<file path="src/rtl/hpw_pkg.sv">
package hpw_pkg;
  localparam int ADDR_W    = 32;
  localparam int SEG_CNT   = 16;
  localparam int SLOTS     = 8;
  localparam int SLOT_W    = $clog2(SLOTS);
  localparam int VSID_W    = 24;
  localparam int HASH_W    = 19;
  localparam int PG_W      = 16;
  localparam int API_W     = 6;
  localparam int ENTRY_SH  = 3;                 // 8-byte entries
  localparam int GROUP_SH  = ENTRY_SH + SLOT_W; // 64-byte groups
  localparam int REF_BIT   = 8;
  localparam int CHG_BIT   = 7;

  typedef enum logic [1:0] {KIND_LOAD = 2'd0, KIND_STORE = 2'd1, KIND_FETCH = 2'd2} kind_e;

  typedef struct packed {
    logic accept;
    logic rdW0;
    logic rdW1;
    logic stepEntry;
    logic startSecond;
    logic capW1;
    logic wrW1;
    logic finHit;
    logic finMiss;
    logic finDeny;
  } ctl_t;
endpackage

</file>
<file path="src/rtl/hpw_datapath.sv">
module hpw_datapath
  import hpw_pkg::*;
(
  input  logic              clk,
  input  logic              rstN,
  input  ctl_t              ctl,
  input  logic [ADDR_W-1:0] reqEa,
  input  logic [1:0]        reqKind,
  input  logic              segWe,
  input  logic [3:0]        segIdx,
  input  logic [31:0]       segData,
  input  logic [ADDR_W-1:0] tblBase,
  input  logic [ADDR_W-1:0] tblMask,
  input  logic [31:0]       memRdata,
  input  logic [2:0]        evalGrant,
  output logic [ADDR_W-1:0] memAddr,
  output logic [31:0]       memWdata,
  output logic [31:0]       evalSeg,
  output logic [31:0]       evalWord1,
  output logic              match,
  output logic              lastSlot,
  output logic              secondPass,
  output logic              permitted,
  output logic              needWb,
  output logic              doneHit,
  output logic              doneMiss,
  output logic              doneDeny,
  output logic [ADDR_W-1:0] realAddr,
  output logic [2:0]        grant
);
  logic [31:0]       segRegs [SEG_CNT];
  logic [ADDR_W-1:0] eaQ;
  logic [1:0]        kindQ;
  logic [31:0]       segQ;
  logic              passQ;
  logic [SLOT_W-1:0] slotQ;
  logic [31:0]       w1Q;

  logic [VSID_W-1:0] vsid;
  logic [PG_W-1:0]   pageIdx;
  logic [HASH_W-1:0] hashVal;
  logic [ADDR_W-1:0] groupAddr;
  logic [ADDR_W-1:0] entryAddr;
  logic [2:0]        needMask;
  logic [31:0]       newW1;
  logic              isStore;

  always_ff @(posedge clk) begin
    if (!rstN) begin
      for (int i = 0; i < SEG_CNT; i++) segRegs[i] <= '0;
    end else if (segWe) begin
      segRegs[segIdx] <= segData;
    end
  end

  always_ff @(posedge clk) begin
    if (!rstN) begin
      eaQ <= '0; kindQ <= '0; segQ <= '0; passQ <= 1'b0; slotQ <= '0; w1Q <= '0;
    end else begin
      if (ctl.accept) begin
        eaQ   <= reqEa;
        kindQ <= reqKind;
        segQ  <= segRegs[reqEa[31:28]];
        passQ <= 1'b0;
        slotQ <= '0;
      end
      if (ctl.stepEntry) slotQ <= slotQ + 1'b1;
      if (ctl.startSecond) begin
        passQ <= 1'b1;
        slotQ <= '0;
      end
      if (ctl.capW1) w1Q <= memRdata;
    end
  end

  assign vsid      = segQ[VSID_W-1:0];
  assign pageIdx   = eaQ[27:12];
  assign hashVal   = (vsid[HASH_W-1:0] ^ HASH_W'(pageIdx)) ^ {HASH_W{passQ}};
  assign groupAddr = tblBase | ((ADDR_W'(hashVal) << GROUP_SH) & tblMask);
  assign entryAddr = groupAddr + ADDR_W'({slotQ, {ENTRY_SH{1'b0}}});
  assign memAddr   = (ctl.rdW1 || ctl.wrW1) ? entryAddr + ADDR_W'(4) : entryAddr;

  assign match = memRdata[31] && (memRdata[6] == passQ) &&
                 (memRdata[30:7] == vsid) && (memRdata[API_W-1:0] == pageIdx[PG_W-1 -: API_W]);
  assign lastSlot   = (slotQ == SLOT_W'(SLOTS - 1));
  assign secondPass = passQ;

  assign isStore = (kindQ == KIND_STORE);
  always_comb begin
    case (kindQ)
      KIND_STORE: needMask = 3'b010;
      KIND_FETCH: needMask = 3'b100;
      default:    needMask = 3'b001;
    endcase
  end
  assign permitted = ((needMask & ~evalGrant) == 3'b000);
  assign newW1     = w1Q | (32'd1 << REF_BIT) | (isStore ? (32'd1 << CHG_BIT) : 32'd0);
  assign needWb    = (newW1 != w1Q);
  assign memWdata  = newW1;
  assign evalSeg   = segQ;
  assign evalWord1 = w1Q;

  always_ff @(posedge clk) begin
    if (!rstN) begin
      doneHit <= 1'b0; doneMiss <= 1'b0; doneDeny <= 1'b0; realAddr <= '0; grant <= '0;
    end else if (ctl.finHit || ctl.finMiss || ctl.finDeny) begin
      doneHit  <= ctl.finHit;
      doneMiss <= ctl.finMiss;
      doneDeny <= ctl.finDeny;
      realAddr <= ctl.finHit ? {w1Q[31:12], eaQ[11:0]} : '0;
      grant    <= ctl.finHit ? (evalGrant & {1'b1, isStore, 1'b1}) : 3'b000;
    end
  end
endmodule

</file>
<file path="src/rtl/hpw_control.sv">
module hpw_control
  import hpw_pkg::*;
(
  input  logic clk,
  input  logic rstN,
  input  logic reqValid,
  input  logic memRdValid,
  input  logic match,
  input  logic lastSlot,
  input  logic secondPass,
  input  logic permitted,
  input  logic needWb,
  output ctl_t ctl,
  output logic memReq,
  output logic memWe,
  output logic busy,
  output logic done
);
  typedef enum logic [2:0] {S_IDLE, S_RD0, S_WT0, S_RD1, S_WT1, S_CHK, S_WB, S_FIN} state_e;
  state_e state, nextState;

  always_ff @(posedge clk) begin
    if (!rstN) state <= S_IDLE;
    else       state <= nextState;
  end

  always_comb begin
    ctl = '0;
    nextState = state;
    case (state)
      S_IDLE: if (reqValid) begin ctl.accept = 1'b1; nextState = S_RD0; end
      S_RD0: begin ctl.rdW0 = 1'b1; nextState = S_WT0; end
      S_WT0: if (memRdValid) begin
        if (match) nextState = S_RD1;
        else if (!lastSlot) begin ctl.stepEntry = 1'b1; nextState = S_RD0; end
        else if (!secondPass) begin ctl.startSecond = 1'b1; nextState = S_RD0; end
        else begin ctl.finMiss = 1'b1; nextState = S_FIN; end
      end
      S_RD1: begin ctl.rdW1 = 1'b1; nextState = S_WT1; end
      S_WT1: if (memRdValid) begin ctl.capW1 = 1'b1; nextState = S_CHK; end
      S_CHK:
        if (!permitted) begin ctl.finDeny = 1'b1; nextState = S_FIN; end
        else if (needWb) nextState = S_WB;
        else begin ctl.finHit = 1'b1; nextState = S_FIN; end
      S_WB: begin ctl.wrW1 = 1'b1; ctl.finHit = 1'b1; nextState = S_FIN; end
      S_FIN: nextState = S_IDLE;
      default: nextState = S_IDLE;
    endcase
  end

  assign memReq = ctl.rdW0 | ctl.rdW1 | ctl.wrW1;
  assign memWe  = ctl.wrW1;
  assign busy   = (state != S_IDLE);
  assign done   = (state == S_FIN);
endmodule

</file>
<file path="src/rtl/hpw_walker.sv">
module hpw_walker
  import hpw_pkg::*;
(
  input  logic        clk,
  input  logic        rstN,
  input  logic        reqValid,
  input  logic [31:0] reqEa,
  input  logic [1:0]  reqKind,
  input  logic        segWe,
  input  logic [3:0]  segIdx,
  input  logic [31:0] segData,
  input  logic [31:0] tblBase,
  input  logic [31:0] tblMask,
  output logic        memReq,
  output logic        memWe,
  output logic [31:0] memAddr,
  output logic [31:0] memWdata,
  input  logic        memRdValid,
  input  logic [31:0] memRdata,
  output logic [31:0] evalSeg,
  output logic [31:0] evalWord1,
  input  logic [2:0]  evalGrant,
  output logic        busy,
  output logic        done,
  output logic        doneHit,
  output logic        doneMiss,
  output logic        doneDeny,
  output logic [31:0] realAddr,
  output logic [2:0]  grant
);
  ctl_t ctl;
  logic match, lastSlot, secondPass, permitted, needWb;

  hpw_control u_control (
    .clk(clk), .rstN(rstN), .reqValid(reqValid), .memRdValid(memRdValid),
    .match(match), .lastSlot(lastSlot), .secondPass(secondPass),
    .permitted(permitted), .needWb(needWb), .ctl(ctl),
    .memReq(memReq), .memWe(memWe), .busy(busy), .done(done)
  );

  hpw_datapath u_datapath (
    .clk(clk), .rstN(rstN), .ctl(ctl), .reqEa(reqEa), .reqKind(reqKind),
    .segWe(segWe), .segIdx(segIdx), .segData(segData),
    .tblBase(tblBase), .tblMask(tblMask), .memRdata(memRdata), .evalGrant(evalGrant),
    .memAddr(memAddr), .memWdata(memWdata), .evalSeg(evalSeg), .evalWord1(evalWord1),
    .match(match), .lastSlot(lastSlot), .secondPass(secondPass),
    .permitted(permitted), .needWb(needWb),
    .doneHit(doneHit), .doneMiss(doneMiss), .doneDeny(doneDeny),
    .realAddr(realAddr), .grant(grant)
  );
endmodule

</file>
<file path="config.mk">
export PLATFORM = sky130hd
export DESIGN_NAME = hpw_walker
export DESIGN_NICKNAME = d
export VERILOG_FILES = /design/src/rtl/hpw_pkg.sv /design/src/rtl/hpw_datapath.sv /design/src/rtl/hpw_control.sv /design/src/rtl/hpw_walker.sv
export SDC_FILE = /design/constraint.sdc
export NUM_CORES = 1
export LEC_CHECK = 0
export BUFFER_PORTS_ARGS = -buffer_cell sky130_fd_sc_hd__buf_4
export CAP_MARGIN = 20
export CORE_ASPECT_RATIO = 1.25
export CORE_MARGIN = 10
export CORE_UTILIZATION = 45
export DETAILED_ROUTE_END_ITERATION = 10
export PLACE_DENSITY = 0.71
export SLEW_MARGIN = 20
export SYNTH_ARGS = -nofsm -noshare
export SYNTH_HDL_FRONTEND = slang
export SYNTH_SLANG_ARGS = --single-unit
</file>
<file path="constraint.sdc">
create_clock -name clk -period 13.2 [get_ports clk]
set_input_delay 3.96 -clock clk [delete_from_list [all_inputs] [get_ports clk]]
set_output_delay 3.96 -clock clk [all_outputs]
set_load 0.005 [all_outputs]
</file>
After elaboration in Yosys (flattened, before gate mapping)
Memory sizes are Yosys's and may differ from the RTL's. A register that Yosys moved wholly into a read port is not among the register bits.
Cells that the tools add are included.

operators by class
  add/sub/neg operators = 3
  multipliers = 0
  divide/modulo/power cells = 0
  order comparisons = 0
  equal/unequal tests = 17
  shifts and indexed selects = 0
  muxes and demuxes = 48
  bitwise operators = 11
  reduce and logical (&&, ||, !) cells = 15

operators by type and width
  cell                   number
  $mux 32                3
  $or 32x32->32          2
  $add 32x3->32 const B  1
  $add 32x6->32          1
  $and 25x32->32         1
  $ne 32x32->1           1
  $reduce_or 32->1       1
  $mux 1                 28
  $mux 3                 9
  $eq 24x24->1           1
  $pmux 3 s8             1
  $xor 19x16->19         1
  $xor 19x19->19         1
  $eq 3x3->1 const B     5
  $mux 8                 1
  $and 3x3->3            2
  $eq 3x2->1 const B     2
  $eq 6x6->1             1
  $logic_not 3->1        2
  $mux 2                 3
  $ne 2x2->1 const B     3
  $pmux 3 s2             1
  $mux 4                 1
  $reduce_bool 2->1      2
  15 further kinds       20

storage, ports and cells
  flip-flop bits (word level) = 107
  bits in latches = 0
  bits in writable memories = 512
  ROM bits = 0
  input bits = 174
  output and inout bits = 170
  word-level logic and storage cells = 106
  memories = 1

memories
  memory              depth  bits a word  rd ports  clocked after memory_dff  wr ports  RTL line            text
  u_datapath.segRegs  16     32           1         1                         16        hpw_datapath.sv:31  logic [31:0] segRegs [SEG_CNT];

Depth between registers and ports, before layout
Gate-level depths: netlist of run 1.

  depth in word-level cells = 9
  gate-level depth with buffers = 13
  mapped depth without buffers = 12

Cells and area by module
Synthesis of run 1 repeated with hierarchy kept, for this count alone.

unflattened totals
  cells, all modules = 2,154
  area, all modules = 30,713.2 um^2

modules (own cells, without submodules)
  module        instances  cells an instance  area an instance (um^2)  sequential area each (um^2)
  hpw_datapath  1          2,116              30,434.2                 18,097.4
  hpw_control   1          38                 279.0                    60.1

Worst setup path after synthesis of run 1
No wires, ideal clock.

  path type = input to output
  start = in tblBase[4]
  end = out memAddr[31]
  data arrival time = 6.505 ns
  slack = 2.735 ns
  stages on the path = 11
  buffers on the path = 1
  path through = ha_1 -> a21o_1 -> a21oi_1 -> clkbuf_1 -> nand2_1 -> and3_1 -> o32ai_2 -> and4_1 -> nand4b_4 -> nor3b_2 -> xnor2_1

on the way
  longest elaborated chain between the ends = 4

ends and longest elaborated chain
  what                RTL line            text
  start: declaration  hpw_walker.sv:12    input logic [31:0] tblBase,
  $or 32x32->32 (*)   hpw_datapath.sv:79  assign groupAddr = tblBase | ((ADDR_W'(hashVal) << GROUP_SH) & tblMask);
  $add 32x6->32 (*)   hpw_datapath.sv:80  assign entryAddr = groupAddr + ADDR_W'({slotQ, {ENTRY_SH{1'b0}}});
  $add 32x3->32       hpw_datapath.sv:81  assign memAddr = (ctl.rdW1 || ctl.wrW1) ? entryAddr + ADDR_W'(4) : entryAddr;
  $mux 32 (*)         hpw_datapath.sv:81
  end: declaration    hpw_walker.sv:16    output logic [31:0] memAddr,

Mark *: on every way between the ends. The rest lies on a longest branch, timed or not.

Final worst setup path of run 1
  start = in tblBase[3]
  end = out memAddr[30]

Same word-level chain as after synthesis.

==> impl_metrics.toml, run 1 <==
[pwr]
p_per_area_nw_per_um2 = 129.0
swShare_pct = 23.16
internal_power_uw = 3588
p_seq_share_pct = 50.7
power.leakage_uw = 0.01306
power_frac_comb_pct = 10.1
power_switching_uw = 1081
vdd_drop_max_uv = 68.59
clockPowerShare_pct = 39.1

[clocking]
cts_tree = "built"
clk_pin_slew_ns = 0.06
cts_hold_buffers = 0
clock-root-buffer = "clkbuf_16"
clk_latency_ns = 0.60
numCtsBuffers = 66
clk_path_buf_depth = 3
cts_resized = 0
post_cts_buffers = 0
htree_levels = 3
cts_sinks = 651

[critical_path]
critPathLaunchType = "input port"
cp_slowest_cell = "nor4_4"
path_max_fanout = 10
required_ns = 9.24
arrival_ns = 7.26
path_cells = "buf_4 -> ha_1 -> inv_1 -> fa_1 -> inv_1 -> a21oi_1 -> nor4_4 -> nand4_1 -> xor2_1 -> nand4b_4 -> nor3_2 -> nand3_1 -> xor2_1 -> buf_4"
max_stage_delay_ns = 0.62
end_kind = "primary output"
crit_type = "in2out"

[sta]
rsz0062_at_grt = "no"
relSlewSlack_pct = 21.31
tns_ns = 0
worst_pin_slew_ns = 1.178
slew_violations = 0
fmax_mhz = 89.09
hold_violations = 0
setup_viol = 0
fin_ws_ns = 1.976
clock_skew_ns = 0.02689
finalCritPeriodShare_pct = 85.03
period_needed_ns = 11.22

[synthesis]
synth.area.top_cells = "edfxtp_1 (50%), mux4_2 (12%), and2_1 (10%), dfxtp_1 (9.0%), nand2_1 (2.6%)"
ys_async_sr_fraction_pct = 0
syn_inst = 2283
synth_ff_type = "edfxtp_1"
synth_edf_count = 512
synth_area_leader_cell = "edfxtp_1"
synth_top_area_share_pct = 49.69
syn_area_um2 = 30940
seq_area_frac_synth_pct = 58.69
synthesis.nets = 2466
yosysWarnings = 0
synthTopCellsByCount = "and2_1 (518), edfxtp_1 (512), nand2_1 (217), mux4_2 (160), clkbuf_1 (146)"
synthDistinctLibCells = 75
syn_avg_cell_area_um2 = 13.55
synthMostInstantiatedCell = "and2_1"
ys_ff_latch = 651

[floorplan]
core_area_um2 = 68140
dieHeight_um = 313.2
die_area_um2 = 79710
ios = 344
start_util_pct = 45.40
placementRows = 107
fp.dieW_um = 254.5

[finish]
nets = 2691
n_fill_cell = 5587
ff_latch_area_um2 = 18160
area_growth_pct = 16.96
multi_input_area_um2 = 12040
layout-drive-gt1-share_pct = 26.81

[run_status]
status = "completed"

[placement]
portBuffers = 325
dp_worst_setup_slack_ns = 1.999
dpl.hpwl_um = 58760
gp_congestion = 0.9112

[routing]
drc = 0
wire_per_inst_um = 26.71
drt_wl_total_um = 91660
route.vias.total = 19680
drt-initial-drc-count = 1553
first_pass_iters = 5
final_antenna_net_count = 0
avgViaCountPerCell = 5.734

[global_routing]
overflow = 0
grt_pass1_vias = 20670
grt_max_degree = 122
grt_pass1_wl_um = 132900
grt_usage_pct = 22.66
grt_antenna_before_repair = 11

[flow_run]
max_cap_violations = 0

[worst_hold_path]
min_path_type = "reg2reg"
## area by class of cell
| type | instances | area share, % |
|---|---|---|
| Clock inverter | 21 | 0.5740 |
| Sequential cell | 651 | 50.18 |
| Clock buffer | 94 | 5.131 |
| Multi-Input combinational cell | 1414 | 33.27 |
| Timing Repair Buffer | 359 | 7.635 |
| Tap cell | 872 | 3.015 |
| Inverter | 16 | 0.1660 |
| Antenna cell | 5 | 0.03458 |
## logic make-up (layout without fill, tap and decap cells)
kind of cell | count (synthesis) | in the layout | share of synthesized area, %
AND/OR/NAND/NOR | 918 | 918 | 17.00
flip-flops | 651 | 651 | 58.69
AO/OA/AOI/OAI | 228 | 228 | 5.447
buffers and inverters | 218 | 490 | 3.243
multiplexers | 163 | 163 | 11.75
XOR/XNOR | 95 | 95 | 3.470
adder cells (fa/ha/maj) | 9 | 9 | 0.3882
other | 1 | 6 | 0.01212
## per-layer routing
metal	vias to the layer above	share of wire (%)	GRT usage [%]
met5	-	0.083	0
met4	12	4.5	11.88
met3	215	9.1	5.035
met2	964	52	40.40
met1	9829	35	24.79
li1	8660	-	-
## final timing paths
kind                            cells past startpoint                              endpoint  slack [ns]                                start
worst max-delay path                               14                           memAddr[30]        1.98                           tblBase[3]
worst min-delay path                                2   u_datapath.evalSeg[29]$_SDFFE_PN0P_        0.47  u_datapath.evalSeg[29]$_SDFFE_PN0P_
worst max register to register                     10  u_datapath.realAddr[20]$_SDFFE_PN0P_        9.57  u_datapath.evalSeg[10]$_SDFFE_PN0P_
worst min register to register                      2   u_datapath.evalSeg[29]$_SDFFE_PN0P_        0.47  u_datapath.evalSeg[29]$_SDFFE_PN0P_
## state kept, by name, indices dropped and copies added (netlist names), 2 cells and up
register / flops
u_datapath.realAddr: 32
u_datapath.slotQ: 3
u_datapath.kindQ: 2
u_datapath.segRegs: 512
u_datapath.evalSeg: 32
u_datapath.eaQ: 28
u_control.state: 3
u_datapath.grant: 3
u_datapath.evalWord1: 32
## cells in the final DEF (no fill, tap or decap), drive strengths merged, types with 16 or more instances in the layout
cell type | synthesis | routed
inv | 16 | 20
xor3 | 16 | 16
a22oi | 38 | 38
clkbuf | 146 | 94
dfxtp | 139 | 139
a21boi | 96 | 96
mux4 | 160 | 160
nand2 | 218 | 218
o21ai | 19 | 19
and2 | 519 | 519
a21oi | 33 | 33
xor2 | 33 | 33
buf | 56 | 359
nor2b | 46 | 46
xnor2 | 46 | 46
nor2 | 38 | 38
edfxtp | 512 | 512
nor3 | 21 | 21
## metrics by stage
step | hold slack [ns] | instances | instance area (um2) | power [uW] | util [%]
after global routing | 0.4961 | 3432 | 36190 | 4808 | 53.10
final | 0.4666 | 3432 | 36190 | 4669 | 53.10
after CTS | 0.4699 | 3424 | 36090 | 4694 | 52.96
after global placement | 0.4523 | 3309 | 34030 | 2867 | 49.93
after floorplan | 0.4439 | 2283 | 30940 | 2667 | -
after detailed placement | 0.4616 | 3309 | 34030 | 2886 | 49.93
## power by group through the flow
stage	clock, uW	combinational, uW	sequential (uW)
5_1_grt	1920	505	2380
6_report	1830	473	2370
3_3_place_gp	0	465	2400
3_5_place_dp	0	474	2410
2_1_floorplan	0	274	2390
4_1_cts	1850	475	2370
## critical path, delay by kind of cell
family                   cells  cell delay, ns
AO/OA/AOI/OAI                1            0.23
AND/OR/NAND/NOR              5            1.48
XOR/XNOR                     2            0.63
buffers and inverters        4            0.40
adder cells (fa/ha/maj)      2            0.56
Note: power is estimated with default switching activity, not from simulation.
==> run 2, diff against run 1 <==
--- a/config.mk
+++ b/config.mk
@@ -6,12 +6,12 @@
 export NUM_CORES = 1
 export LEC_CHECK = 0
 export BUFFER_PORTS_ARGS = -buffer_cell sky130_fd_sc_hd__buf_4
-export CAP_MARGIN = 20
 export CORE_ASPECT_RATIO = 1.25
 export CORE_MARGIN = 10
 export CORE_UTILIZATION = 45
 export DETAILED_ROUTE_END_ITERATION = 10
-export PLACE_DENSITY = 0.71
+export MAX_ROUTING_LAYER = met4
+export PLACE_DENSITY = 0.73
 export SLEW_MARGIN = 20
 export SYNTH_ARGS = -nofsm -noshare
 export SYNTH_HDL_FRONTEND = slang
==> constraint.sdc (replaced) <==
create_clock -name clk -period 9.5 [get_ports clk]
set_input_delay 2.85 -clock clk [delete_from_list [all_inputs] [get_ports clk]]
set_output_delay 2.85 -clock clk [all_outputs]
set_load 0.005 [all_outputs]
==> impl_metrics.toml, run 2 (synthesized netlist as in run 1, its figures left out) <==
[run_status]
status = "completed"

[floorplan]
die_area_um2 = 79710
core_area_um2 = 68140
dieHeight_um = 313.2
placementRows = 107
fp.dieW_um = 254.5
start_util_pct = 45.40
ios = 344

[global_routing]
grt_usage_pct = 23.09
grt_antenna_before_repair = 12
grt_max_degree = 113
overflow = 0
grt_pass1_vias = 20190
grt_pass1_wl_um = 131500

[finish]
fin_cells = 3446
layout-drive-gt1-share_pct = 26.73
nets = 2695
multi_input_area_um2 = 12040
n_fill_cell = 5567
largest_register_ffs = 512
area_growth_pct = 16.92
final_area_um2 = 36170
ff_latch_area_um2 = 18160
final_common_cell = "and2_1"
final_cell_mix = "and2_1 (517), edfxtp_1 (512), buf_4 (361), nand2_1 (216), mux4_2 (160)"
largest_register = "u_datapath.segRegs"

[sta]
period_needed_ns = 8.730
fmax_mhz = 114.5
hold_violations = 0
rsz0062_at_grt = "no"
clock_skew_ns = 0.02347
tns_ns = 0
holdWs_ns = 0.4627
finalCritPeriodShare_pct = 91.90
relSlewSlack_pct = 23.00
worst_pin_slew_ns = 1.152
setup_viol = 0
slew_violations = 0

[worst_hold_path]
worstHoldPathCells = 2
min_path_type = "reg2reg"

[clocking]
clk_path_buf_depth = 3
cts_resized = 0
cts_sinks = 651
cts_hold_buffers = 0
htree_levels = 3
clk_latency_ns = 0.61
cts_tree = "built"
clock-root-buffer = "clkbuf_16"
clk_pin_slew_ns = 0.05
post_cts_buffers = 0
numCtsBuffers = 67

[flow_run]
max_cap_violations = 0

[placement]
dpl.hpwl_um = 58670
placedInstanceArea_um2 = 34070
portBuffers = 325
placed_cells = 3315
gp_congestion = 0.9395

[routing]
first_pass_iters = 6
avgViaCountPerCell = 5.684
drc = 0
drt-initial-drc-count = 1603
drt_wl_total_um = 90960
final_antenna_net_count = 0
wire_per_inst_um = 26.40
route.vias.total = 19590

[critical_path]
path_cells = "buf_4 -> ha_1 -> inv_1 -> fa_1 -> inv_1 -> a21oi_1 -> buf_4 -> nor4_4 -> nand4_1 -> xor2_1 -> nand4b_4 -> nor3_2 -> nand3_1 -> xor2_1 -> buf_4"
path_max_fanout = 7
end_kind = "primary output"
crit_type = "in2out"
arrival_ns = 5.88
critPathLaunchType = "input port"
max_stage_delay_ns = 0.39
crit_top_cell = "buf_4"
cp_slowest_cell = "fa_1"
required_ns = 6.65
rr_worst_depth = 11

[pwr]
vdd_drop_max_uv = 125.0
p_seq_share_pct = 50.9
power_frac_comb_pct = 10.1
p_per_area_nw_per_um2 = 178.8
power_uw = 6467
swShare_pct = 23.18
power_switching_uw = 1499
power.leakage_uw = 0.01305
internal_power_uw = 4968
clockPowerShare_pct = 39.0
==> run 2: power groups by stage <==
stage          registers (uW)  clock network [uW]  logic (uW)
2_1_floorplan            3320                   0         381
4_1_cts                  3290                2560         660
3_5_place_dp             3350                   0         658
3_3_place_gp             3340                   0         647
5_1_grt                  3300                2670         700
6_report                 3290                2520         655
==> run 2: routing by layer <==
metal  GRT usage, %  up-vias  part of all wire [%]
li1               -     8669                     -
met1          24.15     9735                    34
met2          40.18      984                    52
met3          6.186      198                   9.7
met4          10.26        0                   4.4
met5              -        -                     0
==> run 2: stage by stage <==
step | worst slack (ns) | util [%]
floorplan | 1.255 | -
global placement | 0.7667 | 50.00
detailed placement | 0.7973 | 50.00
CTS | 0.7852 | 53.04
global route | 0.5822 | 53.08
finish | 0.7697 | 53.08
==> run 2: worst paths after layout <==
check                                 startpoint                                   to  slack (ns)
min reg2reg  u_datapath.evalSeg[27]$_SDFFE_PN0P_  u_datapath.evalSeg[27]$_SDFFE_PN0P_        0.46
max                                   tblBase[3]                          memAddr[30]        0.77
min          u_datapath.evalSeg[27]$_SDFFE_PN0P_  u_datapath.evalSeg[27]$_SDFFE_PN0P_        0.46
max reg2reg   u_datapath.secondPass$_SDFFE_PN0P_  u_datapath.realAddr[5]$_SDFFE_PN0P_        5.93
==> run 2: layout make-up <==
type                    instances  area share [%]
flip-flops and latches        651           50.20
well taps                     872           3.016
clock inverters                24          0.4497
multi-input cells            1414           33.28
inverters                      16          0.1660
clock buffers                  96           5.289
diodes                         11         0.07610
repair buffers                362           7.530
==> run 2: critical path: cells and delay by family <==
| kind | cells | cell delay (ns) |
|---|---|---|
| AOI/OAI and AO/OA | 1 | 0.13 |
| xor gates and xnor gates | 2 | 0.54 |
| adders and majority gates | 2 | 0.55 |
| buffers and inverters | 5 | 0.59 |
| and+or+nand+nor | 5 | 1.21 |
